### src/rtl/i2c_rt_pkg.sv
package i2c_rt_pkg;

  typedef enum logic [3:0] {
    PH_IDLE,
    PH_DEV,
    PH_DEV_ACK,
    PH_REG,
    PH_REG_ACK,
    PH_WDAT,
    PH_WDAT_ACK,
    PH_RDAT,
    PH_RDAT_ACK,
    PH_HOLD
  } phase_t;

endpackage

### src/rtl/i2c_line_sync.sv
module i2c_line_sync #(
  parameter int STAGES = 2
) (
  input  logic clk,
  input  logic rst,
  input  logic scl_i,
  input  logic sda_i,
  output logic scl_s,
  output logic sda_s,
  output logic scl_rise,
  output logic scl_fall,
  output logic start_det,
  output logic stop_det
);

  localparam int NLINES = 2;

  logic [NLINES-1:0] raw;
  logic [NLINES-1:0] cur;
  logic [NLINES-1:0] prv;

  assign raw = {sda_i, scl_i};

  // one synchroniser plus a delayed copy per line; idle bus is high
  for (genvar g = 0; g < NLINES; g++) begin : g_line
    logic [STAGES:0] sh;
    always_ff @(posedge clk) begin
      if (rst) sh <= '1;
      else     sh <= {sh[STAGES-1:0], raw[g]};
    end
    assign cur[g] = sh[STAGES-1];
    assign prv[g] = sh[STAGES];
  end

  assign scl_s     = cur[0];
  assign sda_s     = cur[1];
  assign scl_rise  = cur[0] & ~prv[0];
  assign scl_fall  = ~cur[0] & prv[0];
  assign start_det = cur[0] & prv[0] & prv[1] & ~cur[1];
  assign stop_det  = cur[0] & prv[0] & ~prv[1] & cur[1];

endmodule

### src/rtl/i2c_proto_fsm.sv
module i2c_proto_fsm
  import i2c_rt_pkg::*;
#(
  parameter logic [6:0] DEV_ADDR = 7'h6F,
  parameter int         DW       = 8
) (
  input  logic          clk,
  input  logic          rst,
  input  logic          sda_s,
  input  logic          scl_rise,
  input  logic          scl_fall,
  input  logic          start_det,
  input  logic          stop_det,
  input  logic [DW-1:0] rd_data,
  output logic          sda_pull,
  output logic          wr_en,
  output logic [DW-1:0] wr_data,
  output logic [DW-1:0] reg_addr
);

  localparam int CW = $clog2(DW);

  phase_t        ph;
  logic [CW-1:0] cnt;
  logic [DW-1:0] sh;
  logic          got_byte;
  logic          rd_mode;

  always_ff @(posedge clk) begin
    if (rst) begin
      ph       <= PH_IDLE;
      cnt      <= '0;
      sh       <= '0;
      got_byte <= 1'b0;
      rd_mode  <= 1'b0;
      reg_addr <= '0;
      sda_pull <= 1'b0;
      wr_en    <= 1'b0;
      wr_data  <= '0;
    end else begin
      wr_en <= 1'b0;
      if (start_det) begin
        ph       <= PH_DEV;
        cnt      <= '0;
        got_byte <= 1'b0;
        sda_pull <= 1'b0;
      end else if (stop_det) begin
        ph       <= PH_IDLE;
        cnt      <= '0;
        got_byte <= 1'b0;
        sda_pull <= 1'b0;
      end else begin
        case (ph)
          PH_DEV, PH_REG, PH_WDAT: begin
            if (scl_rise && !got_byte) begin
              sh  <= {sh[DW-2:0], sda_s};
              cnt <= cnt + 1'b1;
              if (cnt == CW'(DW-1)) got_byte <= 1'b1;
            end else if (scl_fall && got_byte) begin
              got_byte <= 1'b0;
              cnt      <= '0;
              if (ph == PH_DEV) begin
                if (sh[DW-1:1] == DEV_ADDR) begin
                  rd_mode  <= sh[0];
                  sda_pull <= 1'b1;
                  ph       <= PH_DEV_ACK;
                end else begin
                  ph <= PH_HOLD;
                end
              end else if (ph == PH_REG) begin
                reg_addr <= sh;
                sda_pull <= 1'b1;
                ph       <= PH_REG_ACK;
              end else begin
                wr_data  <= sh;
                wr_en    <= 1'b1;
                sda_pull <= 1'b1;
                ph       <= PH_WDAT_ACK;
              end
            end
          end
          PH_DEV_ACK: begin
            if (scl_fall) begin
              sda_pull <= 1'b0;
              ph       <= PH_REG;
            end
          end
          PH_REG_ACK: begin
            if (scl_fall) begin
              if (rd_mode) begin
                // ack release and first data bit share this edge
                sh       <= rd_data;
                sda_pull <= ~rd_data[DW-1];
                cnt      <= '0;
                ph       <= PH_RDAT;
              end else begin
                sda_pull <= 1'b0;
                ph       <= PH_WDAT;
              end
            end
          end
          PH_RDAT: begin
            if (scl_rise && !got_byte) begin
              cnt <= cnt + 1'b1;
              if (cnt == CW'(DW-1)) got_byte <= 1'b1;
            end else if (scl_fall) begin
              if (got_byte) begin
                got_byte <= 1'b0;
                sda_pull <= 1'b0;
                ph       <= PH_RDAT_ACK;
              end else begin
                sh       <= {sh[DW-2:0], 1'b0};
                sda_pull <= ~sh[DW-2];
              end
            end
          end
          PH_RDAT_ACK: begin
            if (scl_fall) ph <= PH_HOLD;
          end
          PH_WDAT_ACK: begin
            if (scl_fall) begin
              sda_pull <= 1'b0;
              ph       <= PH_HOLD;
            end
          end
          default: ;
        endcase
      end
    end
  end

endmodule

### src/rtl/ctl_regfile.sv
module ctl_regfile #(
  parameter int                 NREG  = 4,
  parameter int                 DW    = 8,
  parameter logic [NREG*DW-1:0] WMASK = {8'hFF, 8'h03, 8'h7F, 8'h0F}
) (
  input  logic               clk,
  input  logic               rst,
  input  logic               wr_en,
  input  logic [DW-1:0]      wr_addr,
  input  logic [DW-1:0]      wr_data,
  input  logic [DW-1:0]      rd_addr,
  output logic [DW-1:0]      rd_data,
  output logic [NREG*DW-1:0] regs_o
);

  localparam int IW = (NREG > 1) ? $clog2(NREG) : 1;

  logic [DW-1:0] mem [NREG];
  logic          wr_in;
  logic          rd_in;
  logic [IW-1:0] wr_idx;
  logic [IW-1:0] rd_idx;

  assign wr_in  = wr_addr < DW'(NREG);
  assign rd_in  = rd_addr < DW'(NREG);
  assign wr_idx = wr_addr[IW-1:0];
  assign rd_idx = rd_addr[IW-1:0];

  always_ff @(posedge clk) begin
    if (rst) begin
      for (int i = 0; i < NREG; i++) mem[i] <= '0;
    end else if (wr_en && wr_in) begin
      mem[wr_idx] <= wr_data & WMASK[wr_idx*DW +: DW];
    end
  end

  assign rd_data = rd_in ? mem[rd_idx] : '0;

  for (genvar g = 0; g < NREG; g++) begin : g_out
    assign regs_o[g*DW +: DW] = mem[g];
  end

endmodule

### src/rtl/i2c_reg_target.sv
module i2c_reg_target #(
  parameter logic [6:0]         DEV_ADDR    = 7'h6F,
  parameter int                 NREG        = 4,
  parameter int                 DW          = 8,
  parameter int                 SYNC_STAGES = 2,
  parameter logic [NREG*DW-1:0] WMASK       = {8'hFF, 8'h03, 8'h7F, 8'h0F}
) (
  input  logic               clk,
  input  logic               rst,
  input  logic               scl_i,
  input  logic               sda_i,
  output logic               sda_pull_o,
  output logic [NREG*DW-1:0] ctl_regs_o
);

  logic          scl_s;
  logic          sda_s;
  logic          scl_rise;
  logic          scl_fall;
  logic          start_det;
  logic          stop_det;
  logic          wr_en;
  logic [DW-1:0] wr_data;
  logic [DW-1:0] wr_addr;
  logic [DW-1:0] rd_data;

  i2c_line_sync #(.STAGES(SYNC_STAGES)) sync_i (
    .clk       (clk),
    .rst       (rst),
    .scl_i     (scl_i),
    .sda_i     (sda_i),
    .scl_s     (scl_s),
    .sda_s     (sda_s),
    .scl_rise  (scl_rise),
    .scl_fall  (scl_fall),
    .start_det (start_det),
    .stop_det  (stop_det)
  );

  i2c_proto_fsm #(.DEV_ADDR(DEV_ADDR), .DW(DW)) fsm_i (
    .clk       (clk),
    .rst       (rst),
    .sda_s     (sda_s),
    .scl_rise  (scl_rise),
    .scl_fall  (scl_fall),
    .start_det (start_det),
    .stop_det  (stop_det),
    .rd_data   (rd_data),
    .sda_pull  (sda_pull_o),
    .wr_en     (wr_en),
    .wr_data   (wr_data),
    .reg_addr  (wr_addr)
  );

  ctl_regfile #(.NREG(NREG), .DW(DW), .WMASK(WMASK)) regs_i (
    .clk     (clk),
    .rst     (rst),
    .wr_en   (wr_en),
    .wr_addr (wr_addr),
    .wr_data (wr_data),
    .rd_addr (wr_addr),
    .rd_data (rd_data),
    .regs_o  (ctl_regs_o)
  );

endmodule

### config.mk
export PLATFORM = sky130hd
export DESIGN_NAME = i2c_reg_target
export DESIGN_NICKNAME = d
export VERILOG_FILES = /design/src/rtl/i2c_rt_pkg.sv /design/src/rtl/i2c_line_sync.sv /design/src/rtl/i2c_proto_fsm.sv /design/src/rtl/ctl_regfile.sv /design/src/rtl/i2c_reg_target.sv
export SDC_FILE = /design/constraint.sdc
export NUM_CORES = 1
export LEC_CHECK = 0
export ABC_AREA = 1
export CORE_MARGIN = 3
export CORE_UTILIZATION = 45
export CTS_CLUSTER_DIAMETER = 40
export DETAILED_ROUTE_END_ITERATION = 8
export PLACE_DENSITY = 0.67
export SLEW_MARGIN = 10
export SYNTH_ARGS = -nofsm -noshare
export SYNTH_HDL_FRONTEND = slang
export SYNTH_HIERARCHICAL = 1
export SYNTH_SLANG_ARGS = --single-unit
### constraint.sdc
create_clock -name clk -period 3.1 [get_ports clk]
set_input_delay 0.465 -clock clk [delete_from_list [all_inputs] [get_ports clk]]
set_output_delay 0.465 -clock clk [all_outputs]
set_load 0.01 [all_outputs]
==> metrics.md <==
| Metric | Value |
|---|---|
| Status | finished clean |
| Crit end category | flop |
| Total die area | 9130 sq um |
| Yosys reg bits | 73 |
| Root buf cell | clkbuf_8 |
| Min-delay src | sync_i/g_line[0].sh[0]$_SDFF_PP1_ |
| Area contributors post-synth | edfxtp_1, dfxtp_1, nor2_1 |
| Top FF cell, synth | dfxtp_1 |
| Most common cell in the netlist | nor2_1 |
| Unrepaired setup endpoints after global routing | no |
| Global-route wire length before repair | 13700 um |
| H-tree depth | 3 |
| Synthesized area per cell | 8.05 sq um |
| Setup TNS | 0 ns |
| Pwr dens | 663 nW/um^2 |
| Startpoint types | flop |
| IO Count | 37 |
| DRT iter0 DRCs | 238 |
| Syn Inst Count | 448 |
| Clk_skew | 0.00697 ns |
| Worst path cell trace | inv_2 > nor2_4 > nand2_4 > inv_6 > nand2_2 > nand2_2 > nor3b_4 > buf_4 > nor2_2 > nor2_1 |
| Fin util | 54.7% |
| TritonCTS clock tree | done |
| Flop-to-flop setup slack | 0.93 ns |
| Antenna-violating nets left | 0 |
| CP max FO | 14 |
| Dpl ws | 0.850 ns |
| Area of the multi-input gates | 1610 sq um |
| Largest net degree at the start of global routing | 19 |
| GR Util All Layers | 19.7% |
| Worst path most repeated cell | nand2_2 |
| Total core area | 7770 sq um |
| DRT Pass-1 Iters | 5 |
| Final hold vios | 0 |
| Post-synthesis sequential area ratio | 49.4% |
| R2R Path End | fsm_i/sh[0]$_SDFFE_PP0P_ |
| Yosys warns | 6 |
| DP HPWL | 6350 um |
| Drt wl/cell | 13.8 um |
| Die Wd | 95.5 um |
| Initial antenna violation count | 0 |
| Rel. slew slack | 50.4% |
| Top cell family by delay on the critical path | simple AND/OR/NAND/NOR gates |
| Worst Hold Class | reg2reg |
| Fillcell total | 766 |
| Die H | 95.5 um |
| R2R cell count | 10 |
| Synth area leader | edfxtp_1 |
| CTS clk-pin slew, worst paths | 0.08 ns |
| Diode count | 0 |
| Tmin final | 2.17 ns |
| Drt drc | 0 |
| Fin nets | 504 |
| Hold buffer count at CTS | 0 |
| Top cell type's share of synthesized area | 26.6% |
| Worst-Margin Slew | 0.743 ns |
| Overflow after GRT | 0 |
| CP Class | reg2reg |
| Worst skew pair latency | 0.35 ns |
| EDFF count, synth | 32 |
| Starting Density | 46.5% |
| Commonest cells in the netlist | nor2_1, nand2_1, dfxtp_1 |
| Overall Power | 2820 uW |
| Pins Over Slew Limit | 0 |
| Post-CTS resize count | 0 |
| Vias per cell | 5.02 |
| Core Rows | 32 |
| Arr. time, crit path | 2.46 ns |
| GPL Wtd Cong | 0.901 |
| Setup-failing EPs final | 0 |
| Leak | 0.00170 uW |
| Via count | 3039 |
| CTS buffer count | 9 |
| Reg2reg start | fsm_i/ph[2]$_SDFFE_PP0P_ |
| FMAX | 0.460 GHz |
| Port bufs | 36 |
| Post-CTS Setup Repair Bufs | 0 |
| Area grow syn2layout | 17.7% |
| Max cap viols | 0 |
| Yosys cell types | 41 |
| Drt total wl | 8350 um |
| Syn Std Cell Area | 3610 sq um |
| Hold Path End | sync_i/g_line[0].sh[1]$_SDFF_PP1_ |
| Data required, critical path | 3.38 ns |
| Hold path depth | 1 |
| Share of layout cells above drive strength 1 | 12.3% |
| Asr flop ratio synth | 0% |
| Tcrit/Tclk final | 70.1% |
| Slowest stage cell, crit path | nor3b_4 |
| Critical Path Max Stage Delay | 0.61 ns |
| CTS Sinks | 73 |
| Setup ws final | 0.927 ns |
| CP bufs+invs | 3 |
| Vias in the first global route | 2840 |
| Maximum buffer depth of the clock tree | 2 |
| Register Area | 1780 sq um |
| Peak VDD IR | 0.000467 V |
[power breakdown]
| part | internal [uW] | switching, uW |
|---|---|---|
| registers | 1100 | 105 |
| clock network | 288 | 359 |
| logic | 340 | 630 |
[kinds of logic after synthesis]
kind of cell | count (synthesis) | share of synthesized area (%)
compound gates | 65 | 9.95
fa+ha+maj | 2 | 0.693
buf+inv | 55 | 7.07
flops | 73 | 49.4
other cells | 1 | 0.104
simple gates | 252 | 32.8
[per-stage QoR]
stage / instances / hold slack, ns / area, sq um
final: 605 / 0.404 / 4250
after global routing: 605 / 0.426 / 4250
after CTS: 605 / 0.405 / 4250
after detailed placement: 589 / 0.389 / 4080
after global placement: 589 / 0.389 / 4080
after floorplan: 458 / 0.383 / 3650
[cells in the final DEF (no fill, tap or decap), drive strengths merged]
cell type and instances:
o21ai 35, a22oi 2, clkdlybuf4s50 36, nand2 81, o22ai 1, nor3b 2, a21oi 20, nor2 121
clkinv 5, clkbuf 9, conb 11, o211ai 1, nor3 10, edfxtp 32, a211oi 6, buf 3
clkinvlp 2, ha 2, nand4 8, nand3b 1, inv 45, or2 4, dfxtp 41, nand3 25
[final cells by class]
| type | count | share of cell area (%) |
|---|---|---|
| flip-flops and latches | 73 | 41.9 |
| clock buffers | 9 | 2.92 |
| well taps | 102 | 3.00 |
| multi-input cells | 330 | 37.9 |
| inverters | 45 | 4.15 |
| repair buffers | 39 | 9.01 |
| clock inverters | 7 | 1.09 |
[flip-flops by register name, summed over array words and instances (netlist names)]
| register | count |
|---|---|
| fsm_i/ph | 4 |
| fsm_i/wr_data | 8 |
| regs_i/mem | 32 |
| fsm_i/wr_en | 1 |
| fsm_i/rd_mode | 1 |
| fsm_i/sda_pull | 1 |
| sync_i/g_line.sh | 6 |
| fsm_i/cnt | 3 |
| fsm_i/sh | 8 |
| fsm_i/got_byte | 1 |
| fsm_i/reg_addr | 8 |
[worst max-delay path by stage]
stage,end,startpoint,slack (ns),cells after the start
after floorplan,fsm_i/sh[6]$_SDFFE_PP0P_,sync_i/g_line[1].sh[1]$_SDFF_PP1_,1.49,10
after global placement,regs_i/mem[2][5]$_SDFFCE_PN0P_,rst,0.90,4
after detailed placement,regs_i/mem[2][3]$_SDFFCE_PN0P_,rst,0.85,4
after CTS,fsm_i/sh[0]$_SDFFE_PP0P_,fsm_i/ph[2]$_SDFFE_PP0P_,0.94,10
after global routing,fsm_i/sh[2]$_SDFFE_PP0P_,fsm_i/ph[2]$_SDFFE_PP0P_,0.70,10
final,fsm_i/sh[0]$_SDFFE_PP0P_,fsm_i/ph[2]$_SDFFE_PP0P_,0.93,10
[layer usage]
layer,GRT usage [%],vias up,wire length (um)
met4,8.65,0,131
met5,0,-,0
met3,2.60,9,416
li1,-,1562,-
met1,28.2,1372,4130
met2,29.8,96,3670
(Power assumes the default switching activity.)
